--- src/rtl/rfsh_sched_pkg.sv ---
`timescale 1ns/1ps
package rfsh_sched_pkg;

  typedef enum logic [2:0] {
    ST_PAUSE,
    ST_IDLE,
    ST_REQ,
    ST_LEAD,
    ST_CSR,
    ST_RASL,
    ST_PRE,
    ST_DONE
  } rfsh_state_e;

  // Round a duration in ns up to whole clock cycles, never below one.
  function automatic int ns_to_cycles(input int ns, input int clk_ps);
    int c;
    c = (ns * 1000 + clk_ps - 1) / clk_ps;
    return (c < 1) ? 1 : c;
  endfunction

  function automatic int max2(input int a, input int b);
    return (a > b) ? a : b;
  endfunction

endpackage

--- src/rtl/rfsh_cycle_timer.sv ---
`timescale 1ns/1ps
module rfsh_cycle_timer #(
  parameter int CYCLES   = 4,
  parameter bit ONE_SHOT = 1'b0
) (
  input  logic clk,
  input  logic rst_n,
  input  logic en,
  output logic hit
);

  localparam int CW = $clog2(CYCLES + 1);

  logic [CW-1:0] cnt_q;

  generate
    if (ONE_SHOT) begin : g_once
      localparam logic [CW-1:0] TERM = CW'(CYCLES);

      always_ff @(posedge clk or negedge rst_n) begin
        if (!rst_n) begin
          cnt_q <= '0;
        end else if (en && cnt_q != TERM) begin
          cnt_q <= cnt_q + 1'b1;
        end
      end

      assign hit = (cnt_q == TERM);

      // once the pause has run out it never restarts
      a_r2_pause_latched: assert property (@(posedge clk) disable iff (!rst_n)
        hit |=> hit);
    end else begin : g_period
      localparam logic [CW-1:0] LAST = CW'(CYCLES - 1);

      always_ff @(posedge clk or negedge rst_n) begin
        if (!rst_n) begin
          cnt_q <= '0;
        end else if (en) begin
          cnt_q <= (cnt_q == LAST) ? '0 : cnt_q + 1'b1;
        end
      end

      assign hit = en && (cnt_q == LAST);

      if (CYCLES > 1) begin : g_chk
        // ticks are never back to back
        a_r10_tick_spacing: assert property (@(posedge clk) disable iff (!rst_n)
          hit |=> !hit);
      end
    end
  endgenerate

endmodule

--- src/rtl/rfsh_owed_counter.sv ---
`timescale 1ns/1ps
module rfsh_owed_counter #(
  parameter int MAX_OWED  = 8,
  parameter int URGENT_AT = 6,
  parameter int W         = 4
) (
  input  logic         clk,
  input  logic         rst_n,
  input  logic         inc,
  input  logic         dec,
  output logic [W-1:0] owed,
  output logic         urgent
);

  localparam logic [W-1:0] CAP = W'(MAX_OWED);
  localparam logic [W-1:0] URG = W'(URGENT_AT);

  logic [W-1:0] owed_q;

  always_ff @(posedge clk or negedge rst_n) begin
    if (!rst_n) begin
      owed_q <= '0;
    end else begin
      unique case ({inc, dec})
        2'b10:   if (owed_q != CAP) owed_q <= owed_q + 1'b1;
        2'b01:   if (owed_q != '0)  owed_q <= owed_q - 1'b1;
        default: owed_q <= owed_q;
      endcase
    end
  end

  assign owed   = owed_q;
  assign urgent = (owed_q >= URG);

  // backlog never exceeds its cap
  a_r11_never_above_cap: assert property (@(posedge clk) disable iff (!rst_n)
    owed_q <= CAP);

  // a lone tick at the cap is dropped
  a_r11_hold_at_cap: assert property (@(posedge clk) disable iff (!rst_n)
    (owed_q == CAP && inc && !dec) |=> owed_q == CAP);

  // the backlog moves by at most one per cycle
  a_r10_unit_step: assert property (@(posedge clk) disable iff (!rst_n)
    (owed_q != $past(owed_q)) |->
      ((owed_q - $past(owed_q)) == W'(1) || ($past(owed_q) - owed_q) == W'(1)));

endmodule

--- src/rtl/rfsh_cbr_seq.sv ---
`timescale 1ns/1ps
module rfsh_cbr_seq
  import rfsh_sched_pkg::*;
#(
  parameter int LEAD_CYC = 1,
  parameter int CSR_CYC  = 3,
  parameter int RASL_CYC = 10,
  parameter int PRE_CYC  = 6,
  parameter int INIT_CNT = 8
) (
  input  logic clk,
  input  logic rst_n,
  input  logic pause_done,
  input  logic owed_pending,
  input  logic gnt,
  output logic req,
  output logic own,
  output logic done,
  output logic ras_n,
  output logic cas_n,
  output logic ready,
  output logic refresh_cmp
);

  localparam int PH_MAX = max2(max2(LEAD_CYC, CSR_CYC), max2(RASL_CYC, PRE_CYC));
  localparam int PH_W   = $clog2(PH_MAX + 1);
  localparam int IW     = $clog2(INIT_CNT + 1);

  rfsh_state_e   state_q, nxt;
  logic [PH_W-1:0] ph_q;
  logic [IW-1:0]   init_left_q;
  logic            ph_last;
  logic            timed;

  always_comb begin
    unique case (state_q)
      ST_LEAD: ph_last = (ph_q == PH_W'(LEAD_CYC - 1));
      ST_CSR:  ph_last = (ph_q == PH_W'(CSR_CYC - 1));
      ST_RASL: ph_last = (ph_q == PH_W'(RASL_CYC - 1));
      ST_PRE:  ph_last = (ph_q == PH_W'(PRE_CYC - 1));
      default: ph_last = 1'b1;
    endcase
  end

  assign timed = (state_q == ST_LEAD) || (state_q == ST_CSR) ||
                 (state_q == ST_RASL) || (state_q == ST_PRE);

  always_comb begin
    nxt = state_q;
    unique case (state_q)
      ST_PAUSE: if (pause_done) nxt = ST_IDLE;
      ST_IDLE:  if (init_left_q != '0 || owed_pending) nxt = ST_REQ;
      ST_REQ:   if (gnt) nxt = ST_LEAD;
      ST_LEAD:  if (ph_last) nxt = ST_CSR;
      ST_CSR:   if (ph_last) nxt = ST_RASL;
      ST_RASL:  if (ph_last) nxt = ST_PRE;
      ST_PRE:   if (ph_last) nxt = ST_DONE;
      ST_DONE:  nxt = ST_IDLE;
      default:  nxt = ST_PAUSE;
    endcase
  end

  always_ff @(posedge clk or negedge rst_n) begin
    if (!rst_n) begin
      state_q     <= ST_PAUSE;
      ph_q        <= '0;
      init_left_q <= IW'(INIT_CNT);
    end else begin
      state_q <= nxt;
      if (nxt != state_q) begin
        ph_q <= '0;
      end else if (timed) begin
        ph_q <= ph_q + 1'b1;
      end
      if (state_q == ST_DONE && init_left_q != '0) begin
        init_left_q <= init_left_q - 1'b1;
      end
    end
  end

  assign own   = timed;
  assign req   = (state_q == ST_REQ) || timed;
  assign done  = (state_q == ST_DONE);
  assign ras_n = (state_q != ST_RASL);
  assign cas_n = !((state_q == ST_CSR) || (state_q == ST_RASL));
  assign ready = (init_left_q == '0);
  assign refresh_cmp = done && ready;

  // RAS only falls after CAS has already been low
  a_r4_cas_leads_ras: assert property (@(posedge clk) disable iff (!rst_n)
    $fell(ras_n) |-> !$past(cas_n));

  // CAS falls while RAS is still high
  a_r4_ras_high_at_cas_fall: assert property (@(posedge clk) disable iff (!rst_n)
    $fell(cas_n) |-> ras_n);

  // CAS is released together with RAS
  a_r5_cas_rises_with_ras: assert property (@(posedge clk) disable iff (!rst_n)
    $rose(cas_n) |-> $rose(ras_n));

  // ownership begins only after a granted request
  a_r8_own_after_grant: assert property (@(posedge clk) disable iff (!rst_n)
    $rose(own) |-> ($past(gnt) && $past(req)));

  // done follows a precharge cycle and lasts one cycle
  a_r13_done_after_pre: assert property (@(posedge clk) disable iff (!rst_n)
    done |-> ($past(own) && $past(ras_n) && $past(cas_n)));

  a_r13_done_single: assert property (@(posedge clk) disable iff (!rst_n)
    done |=> !done);

endmodule

--- src/rtl/dram_rfsh_sched.sv ---
`timescale 1ns/1ps
module dram_rfsh_sched #(
  parameter  int CLK_PS           = 5000,
  parameter  int PAUSE_NS         = 100000,
  parameter  int INTERVAL_NS      = 15600,
  parameter  int INIT_CYCLES      = 8,
  parameter  int RAS_PRE_CAS_NS   = 5,
  parameter  int CAS_SETUP_NS     = 12,
  parameter  int WE_SETUP_NS      = 12,
  parameter  int CAS_HOLD_NS      = 8,
  parameter  int RAS_LOW_NS       = 50,
  parameter  int RAS_PRECHARGE_NS = 30,
  parameter  int MAX_OWED         = 8,
  parameter  int URGENT_AT        = 6,
  localparam int OWED_W           = $clog2(MAX_OWED + 1)
) (
  input  logic              clk,
  input  logic              rst_n,
  input  logic              rfsh_grant,
  output logic              rfsh_req,
  output logic              bus_own,
  output logic              rfsh_done,
  output logic              ras_n,
  output logic              cas_n,
  output logic              we_n,
  output logic              ready,
  output logic              urgent,
  output logic [OWED_W-1:0] owed_cnt
);

  import rfsh_sched_pkg::*;

  localparam int PAUSE_CYC    = ns_to_cycles(PAUSE_NS, CLK_PS);
  localparam int INTERVAL_CYC = ns_to_cycles(INTERVAL_NS, CLK_PS);
  localparam int LEAD_CYC     = ns_to_cycles(RAS_PRE_CAS_NS, CLK_PS);
  localparam int CSR_CYC      = max2(ns_to_cycles(CAS_SETUP_NS, CLK_PS),
                                     ns_to_cycles(WE_SETUP_NS, CLK_PS));
  localparam int RASL_CYC     = max2(ns_to_cycles(RAS_LOW_NS, CLK_PS),
                                     ns_to_cycles(CAS_HOLD_NS, CLK_PS));
  localparam int PRE_CYC      = ns_to_cycles(RAS_PRECHARGE_NS, CLK_PS);

  logic pause_done;
  logic tick;
  logic refresh_cmp;
  logic owed_pending;

  rfsh_cycle_timer #(.CYCLES(PAUSE_CYC), .ONE_SHOT(1'b1)) u_pause (
    .clk   (clk),
    .rst_n (rst_n),
    .en    (1'b1),
    .hit   (pause_done)
  );

  rfsh_cycle_timer #(.CYCLES(INTERVAL_CYC), .ONE_SHOT(1'b0)) u_interval (
    .clk   (clk),
    .rst_n (rst_n),
    .en    (ready),
    .hit   (tick)
  );

  rfsh_owed_counter #(.MAX_OWED(MAX_OWED), .URGENT_AT(URGENT_AT), .W(OWED_W)) u_owed (
    .clk    (clk),
    .rst_n  (rst_n),
    .inc    (tick),
    .dec    (refresh_cmp),
    .owed   (owed_cnt),
    .urgent (urgent)
  );

  assign owed_pending = (owed_cnt != '0);

  rfsh_cbr_seq #(
    .LEAD_CYC (LEAD_CYC),
    .CSR_CYC  (CSR_CYC),
    .RASL_CYC (RASL_CYC),
    .PRE_CYC  (PRE_CYC),
    .INIT_CNT (INIT_CYCLES)
  ) u_seq (
    .clk          (clk),
    .rst_n        (rst_n),
    .pause_done   (pause_done),
    .owed_pending (owed_pending),
    .gnt          (rfsh_grant),
    .req          (rfsh_req),
    .own          (bus_own),
    .done         (rfsh_done),
    .ras_n        (ras_n),
    .cas_n        (cas_n),
    .ready        (ready),
    .refresh_cmp  (refresh_cmp)
  );

  assign we_n = 1'b1;

  // nothing is requested or driven before the pause expires
  a_r2_quiet_in_pause: assert property (@(posedge clk) disable iff (!rst_n)
    !pause_done |-> (!rfsh_req && !bus_own));

  // ready never drops once raised
  a_r3_ready_sticky: assert property (@(posedge clk) disable iff (!rst_n)
    ready |=> ready);

  // strobes are only active while the bus is owned
  a_r8_strobes_owned: assert property (@(posedge clk) disable iff (!rst_n)
    (!ras_n || !cas_n) |-> bus_own);

endmodule

--- config.mk ---
export PLATFORM = sky130hd
export DESIGN_NAME = dram_rfsh_sched
export DESIGN_NICKNAME = d
export VERILOG_FILES = /design/src/rtl/rfsh_sched_pkg.sv /design/src/rtl/rfsh_cycle_timer.sv /design/src/rtl/rfsh_owed_counter.sv /design/src/rtl/rfsh_cbr_seq.sv /design/src/rtl/dram_rfsh_sched.sv
export SDC_FILE = /design/constraint.sdc
export NUM_CORES = 1
export LEC_CHECK = 0
export BUFFER_PORTS_ARGS = -buffer_cell sky130_fd_sc_hd__buf_2
export CAP_MARGIN = 5
export CORE_AREA = 2 2 81 60
export CTS_BUF_LIST = sky130_fd_sc_hd__clkbuf_4
export DETAILED_ROUTE_END_ITERATION = 10
export DIE_AREA = 0 0 83 62
export PLACE_DENSITY = 0.85
export SLEW_MARGIN = 30
export SYNTH_ARGS = -nofsm -noshare
export SYNTH_HDL_FRONTEND = slang
export SYNTH_HIERARCHICAL = 1
export SYNTH_SLANG_ARGS = --single-unit
--- constraint.sdc ---
create_clock -name clk -period 2.9 [get_ports clk]
set_input_delay 0.29 -clock clk [delete_from_list [all_inputs] [get_ports clk]]
set_output_delay 0.29 -clock clk [all_outputs]
set_load 0.01 [all_outputs]
# ---- Word-level counts from Yosys, hierarchy flattened
# Index checks and enable logic that the tools add are counted.
dict set report word_totals {
  register_bits 42
  wordCells 66
  input_bits 3
  out_inout_bits 12
}
dict set report op_classes {
  n_mux 15
  n_lt_le_gt_ge 1
  n_reduce_logical 18
  eq_ne 20
  n_addsub 6
}
# operator count
set ops {}
lappend ops {{case mux 3 bit (8 select lines)} 1}
lappend ops {{2-to-1 mux 3 bit} 7}
lappend ops {{2-to-1 mux 4 bit} 4}
lappend ops {{adder 15 x 1 -> 15 bit, second input constant} 1}
lappend ops {{== test 15 bit, second input constant} 1}
lappend ops {{!= test 15 bit, second input constant} 1}
lappend ops {{adder 12 x 1 -> 12 bit, second input constant} 1}
lappend ops {{== test 12 bit, second input constant} 1}
lappend ops {{== test 3 bit, second input constant} 4}
lappend ops {{2-to-1 mux 12 bit} 1}
lappend ops {{adder 4 x 1 -> 4 bit, second input constant} 2}
lappend ops {{logical NOT 4 bit} 2}
lappend ops {{case mux 4 bit (2 select lines)} 1}
lappend ops {{nonzero test 4 bit} 2}
lappend ops {{subtractor 4 x 1 -> 4 bit, second input constant} 2}
lappend ops {{== test 3 x 2 -> 1 bit, second input constant} 2}
lappend ops {{logical OR 1 bit} 6}
lappend ops {{== test 4 x 2 -> 1 bit, second input constant} 1}
lappend ops {{== test 4 x 3 -> 1 bit, second input constant} 1}
lappend ops {{== test 4 bit, second input constant} 1}
lappend ops {{greater-or-equal comparator 4 x 3 -> 1 bit, second input constant} 1}
lappend ops {{!= test 2 x 1 -> 1 bit, second input constant} 2}
lappend ops {{!= test 4 bit, second input constant} 1}
lappend ops {{case mux 1 bit (4 select lines)} 1}
lappend ops {{other kinds (10)} 13}

# ---- Longest topological paths before layout
dict set report depth {
  word_depth 6
  ltp_mapped 13
  ltp_nobuf 12
}

# ---- Cells and area by module
# The synthesis kept the hierarchy.
# mod seq_area_each_um2 area_per_inst_um2 instances cells_per_inst
set by_module_without_submodules {}
lappend by_module_without_submodules {rfsh_cbr_seq 276.5 726.9 1 81}
lappend by_module_without_submodules {{rfsh_cycle_timer at u_pause} 375.4 720.7 1 60}
lappend by_module_without_submodules {{rfsh_cycle_timer at u_interval} 300.3 599.3 1 55}
lappend by_module_without_submodules {rfsh_owed_counter 100.1 335.3 1 35}
lappend by_module_without_submodules {dram_rfsh_sched 0.0 18.8 1 3}

# ---- Worst setup path before layout
# Ideal clock, no wire load.
dict set report synth_path {
  path_type {register to register}
  from {reg u_seq.init_left_q[0]}
  to {reg u_owed.owed_q[2] (netlist: u_owed/owed[2])}
  stages_incl_launch_ff 14
  setup_ps 94
  n_path_buf 1
  arrival_ps 2810
  synth_period_minus_slack_ps 2904
  path_slack_ps -4
  required_ps 2806
  path_cell_list {dfrtp_1 -> inv_1 -> ha_1 -> or3b_2 -> inv_1 -> and3_4 -> and4_1 -> buf_6 -> or2b_1 -> xnor2_1 -> ha_1 -> a21oi_1 -> a211o_1 -> a221oi_2}
}
dict set report synth_via {
  elab_chain_cells 5
  elab_cells_between_ends 10
  classes_between {eq/ne (4); mux (1); reduce/logical (5)}
}
# item line
set synth_rtl {}
lappend synth_rtl {{from (decl)} rfsh_cbr_seq.sv:31} ;# logic [IW-1:0] init_left_q;
lappend synth_rtl {{from (signal assigned)} rfsh_cbr_seq.sv:67} ;# init_left_q <= IW'(INIT_CNT);
lappend synth_rtl {{from (signal assigned)} rfsh_cbr_seq.sv:76} ;# init_left_q <= init_left_q - 1'b1;
lappend synth_rtl {{logical NOT 4 bit *} rfsh_cbr_seq.sv:86} ;# assign ready = (init_left_q == '0);
lappend synth_rtl {{net ready} dram_rfsh_sched.sv:26} ;# output logic ready,
lappend synth_rtl {{logical AND 1 bit *} rfsh_cycle_timer.sv:44} ;# assign hit = en && (cnt_q == LAST);
lappend synth_rtl {{net tick} dram_rfsh_sched.sv:43} ;# logic tick;
lappend synth_rtl {{== test 2 x 1 -> 1 bit / == test 2 bit (equally long branches)} rfsh_owed_counter.sv:24} ;# unique case ({inc, dec})
lappend synth_rtl {{!= test 2 x 1 -> 1 bit (no line) / nonzero test 2 bit (equally long branches)} -}
lappend synth_rtl {{AND reduction 3 bit (no line)} -}
lappend synth_rtl {{to (signal assigned)} rfsh_owed_counter.sv:25} ;# 2'b10: if (owed_q != CAP) owed_q <= owed_q + 1'b1;
lappend synth_rtl {{to (signal assigned)} rfsh_owed_counter.sv:26} ;# 2'b01: if (owed_q != '0) owed_q <= owed_q - 1'b1;
lappend synth_rtl {{to (signal assigned)} rfsh_owed_counter.sv:27} ;# default: owed_q <= owed_q;
lappend synth_rtl {{to (decl)} rfsh_owed_counter.sv:18} ;# logic [W-1:0] owed_q;
# The timed path passes the listed nets; every way through them passes the cells marked *.
# A chain may end at the register's enable or synchronous reset.

# ---- Worst setup path in the final report
dict set report layout_path {
  from {reg u_seq.init_left_q[1]}
  to {reg u_owed.owed_q[2] (netlist: u_owed/owed[2])}
}
dict set report layout_via {
  elab_chain_cells 5
  elab_cells_between_ends 10
  classes_between {eq/ne (4); mux (1); reduce/logical (5)}
}
# item line
set layout_rtl {}
lappend layout_rtl {{logical NOT 4 bit *} rfsh_cbr_seq.sv:86}
lappend layout_rtl {{logical AND 1 bit *} rfsh_cycle_timer.sv:44}
lappend layout_rtl {{net tick} dram_rfsh_sched.sv:43}
lappend layout_rtl {{== test 2 x 1 -> 1 bit / == test 2 bit (equally long branches)} rfsh_owed_counter.sv:24}
lappend layout_rtl {{!= test 2 x 1 -> 1 bit (no line) / nonzero test 2 bit (equally long branches)} -}
lappend layout_rtl {{AND reduction 3 bit (no line)} -}
# Marked as above.

==> metrics.cfg <==
[synthesis]
ys_seq_area_share_pct = 43.8
syn_avg_cell_area_um2 = 10.3
ys_ff_latch = 42
yosysTopAreaCellShare_pct = 42.7
netlist_instances = 234
yosys.area.top_type = dfrtp_1
synth_cell_types = 61
synth-warning-count = 6
synth-edff-count = 0
syn_area_um2 = 2400
ys.flop_type = dfrtp_1
ys_top_cells_by_area = dfrtp_1 43%, xnor2_1 7.7%, ha_1 3.6%, xor2_1 3.3%, nand2_1 3.0%
async_flop_share_pct = 100

[pwr]
p_leak_nw = 1.18
irDropWorstVdd_mv = 0.227
p_per_area_nw_per_um2 = 457
total_power_mw = 1.22

[routing]
wl_per_cell_um = 13.6
firstDrtPassIters = 4
routed-via-count = 1809
initialDrtViolationCount = 111
drc = 0
finalWirelength_um = 4340
drt-vias-per-instance = 5.67
postRouteAntennaNets = 0

[critical_path]
critPathKind = reg -> reg
end_kind = flip-flop
r2r-start = u_seq/init_left_q[1]
cp_data_arrival_time_ps = 3030
critPathMaxStageDelay_ps = 420
critPathLaunch = u_seq/init_left_q[1]
r2r_slack_ps = 140
crit_path_max_fanout = 5
slowest_stage = dfrtp_1
r2r_end = u_owed/owed[2]
cp-start-kind = flip-flop
cp_cell_sequence = inv_1 > ha_1 > or3b_4 > inv_2 > and3_4 > and4_1 > or2b_1 > xnor2_1 > ha_2 > a21oi_1 > a211o_1 > a221oi_2
crit_required_ps = 3170
r2r_cells = 12

[grt]
grt_usage_pct = 17.5
grt_max_degree = 43
antenna_found_initial = 0
grt_pass1_wl_um = 7250
grt_pass1_vias = 1626
grt_overflow_total = 0

[placed_design]
dp.final_hpwl_um = 3120
dp_slack_ps = 53.2
port_buffers = 13
gp_congestion = 0.805

[run]
cap_violations = 0

[min_path]
hp-class = in -> reg
holdPathStages = 5
whs_endpoint = u_seq/state_q[0]
min-delay-start = rfsh_grant

[sta]
hold-worst-slack_ps = 431
relSlewSlack_pct = 65.6
finalCritPeriodShare_pct = 95.3
finalSetupViolCount = 0
min_period_ps = 2760
tns_ps = 0
fin_skew_ps = 7.98
hold_viol_final = 0
clock.fmax_ghz = 0.362
grt_setup_unrepaired = false
post-route-worst-setup-slack_ps = 137
slew_violations = 0
worstMarginPinSlew_ps = 516

[cts]
clockBufferDepth = 2
tritoncts = yes
cts_buffers = 5
numClockSinks = 42
cts_root_buffer = clkbuf_4
htreeDepth = 2
clk_pin_slew_ps = 130
worstSkewPairLatency_ps = 350

[final_layout]
final-seq-area_um2 = 1050
area_delta_synth_final_pct = 10.8
fillers = 357
multi_input_area_um2 = 1270
drive_gt1_share_pct = 18.7
fin_nets = 271
antennaDiodeCount = 0

[floorplanning]
die_area_um2 = 5150
rows = 21
core_um2 = 4490
top_level_ports = 15
die_h_um = 62
start_util_pct = 53.4
die_x_um = 83

[status]
status = finished clean

==> metrics by stage <==
step	instance area, um^2	instances	util, %
global route	2660	319	59.2
floorplan	2420	239	-
detailed placement	2530	306	56.3
finish	2660	319	59.2
CTS	2610	314	58.2
global placement	2530	306	56.3
==> registers in the layout, indices dropped and copies added (netlist names) <==
register           count
u_interval/cnt_q      12
u_seq/ph_q             4
u_seq/state_q          3
u_pause/cnt_q         15
u_owed/owed            4
u_seq/init_left_q      4
==> worst max-delay path by stage <==
stage	endpoint	slack, ps
after global placement	u_owed/owed[2]	180
after global routing	u_owed/owed[2]	7
after detailed placement	u_owed/owed[2]	50
after floorplan	u_owed/owed[2]	60
final	u_owed/owed[2]	140
after CTS	u_owed/owed[2]	30
==> cells in the final DEF (no fill, tap or decap), types with 2 or more instances in the layout <==
| cell | count |
|---|---|
| nand2_1 | 19 |
| buf_4 | 9 |
| o22ai_1 | 2 |
| nor4_1 | 2 |
| conb_1 | 6 |
| nand4b_1 | 2 |
| ha_1 | 6 |
| nand3b_1 | 2 |
| mux2i_1 | 4 |
| nand2b_1 | 4 |
| inv_1 | 12 |
| nand4_1 | 5 |
| clkinvlp_4 | 2 |
| nor3_1 | 8 |
| nor3b_1 | 2 |
| and4_1 | 4 |
| xor2_1 | 9 |
| o21ai_0 | 5 |
| a21oi_1 | 6 |
| dfrtp_1 | 41 |
| or2b_1 | 2 |
| o21a_1 | 3 |
| nor2_1 | 10 |
| nand3_1 | 13 |
| o221ai_1 | 2 |
| clkbuf_4 | 5 |
| a21o_1 | 2 |
| and3_1 | 5 |
| xnor2_1 | 21 |
| a31oi_1 | 2 |
| buf_2 | 12 |
==> synthesized netlist by cell type (3+ instances only) <==
library cell / instances
a21oi_1: 6
o21a_1: 3
xnor2_1: 21
nand4_1: 5
mux2i_1: 4
nor2_1: 10
xor2_1: 9
inv_1: 13
nand2b_1: 4
ha_1: 7
buf_4: 3
and4_1: 4
o21ai_0: 5
nand2_1: 19
dfrtp_1: 41
and3_1: 5
nor3_1: 8
nand3_1: 13
==> cell families after synthesis <==
logic type / share of synthesized area [%]
AO/OA/AOI/OAI: 11.9
XOR/XNOR: 10.9
adder cells (fa/ha/maj): 3.65
buffers and inverters: 4.33
flip-flops: 43.8
multiplexers: 2.29
other: 0.156
AND/OR/NAND/NOR: 22.9
==> cell type report <==
class	count	area share, %
clock buffers	5	1.41
well taps	57	2.68
multi-input cells	177	47.7
flip-flops and latches	42	39.5
clock inverters	3	1.69
repair buffers	22	5.17
inverters	13	1.83
==> worst max-delay path: cells and delay by family, from the launching register on <==
| family | cells | cell delay, ps |
|---|---|---|
| xor+xnor | 1 | 150 |
| fa+ha+maj | 2 | 410 |
| simple gates | 4 | 1000 |
| buf+inv | 2 | 130 |
| compound gates | 3 | 580 |
| flops | 1 | 420 |
==> where the power goes <==
part           internal, mW  switching, mW
Combinational        0.0779         0.0706
Sequential            0.632         0.0600
Clock                 0.181          0.195
Total                 0.891          0.326
==> per-layer routing <==
metal  share of wire (%)  vias up  wire, um  track usage (%)
li1                    -      892         -                -
met1                  51      869      2200             24.8
met2                  44       43      1930             27.9
met3                 3.7        5       159             2.77
met4                 1.1        0        47             7.03
met5                   0        -         0                0
==> what timing repair did <==
| action | in CTS | in global routing |
|---|---|---|
| hold buffers | 0 | 1 |
| gates resized for setup | 0 | 2 |
| endpoints found under the hold margin | 0 | 41 |
| endpoints found under the setup margin | 0 | 1 |
| buffers inserted | 0 | 4 |
Power figures use the tool's default switching activity.
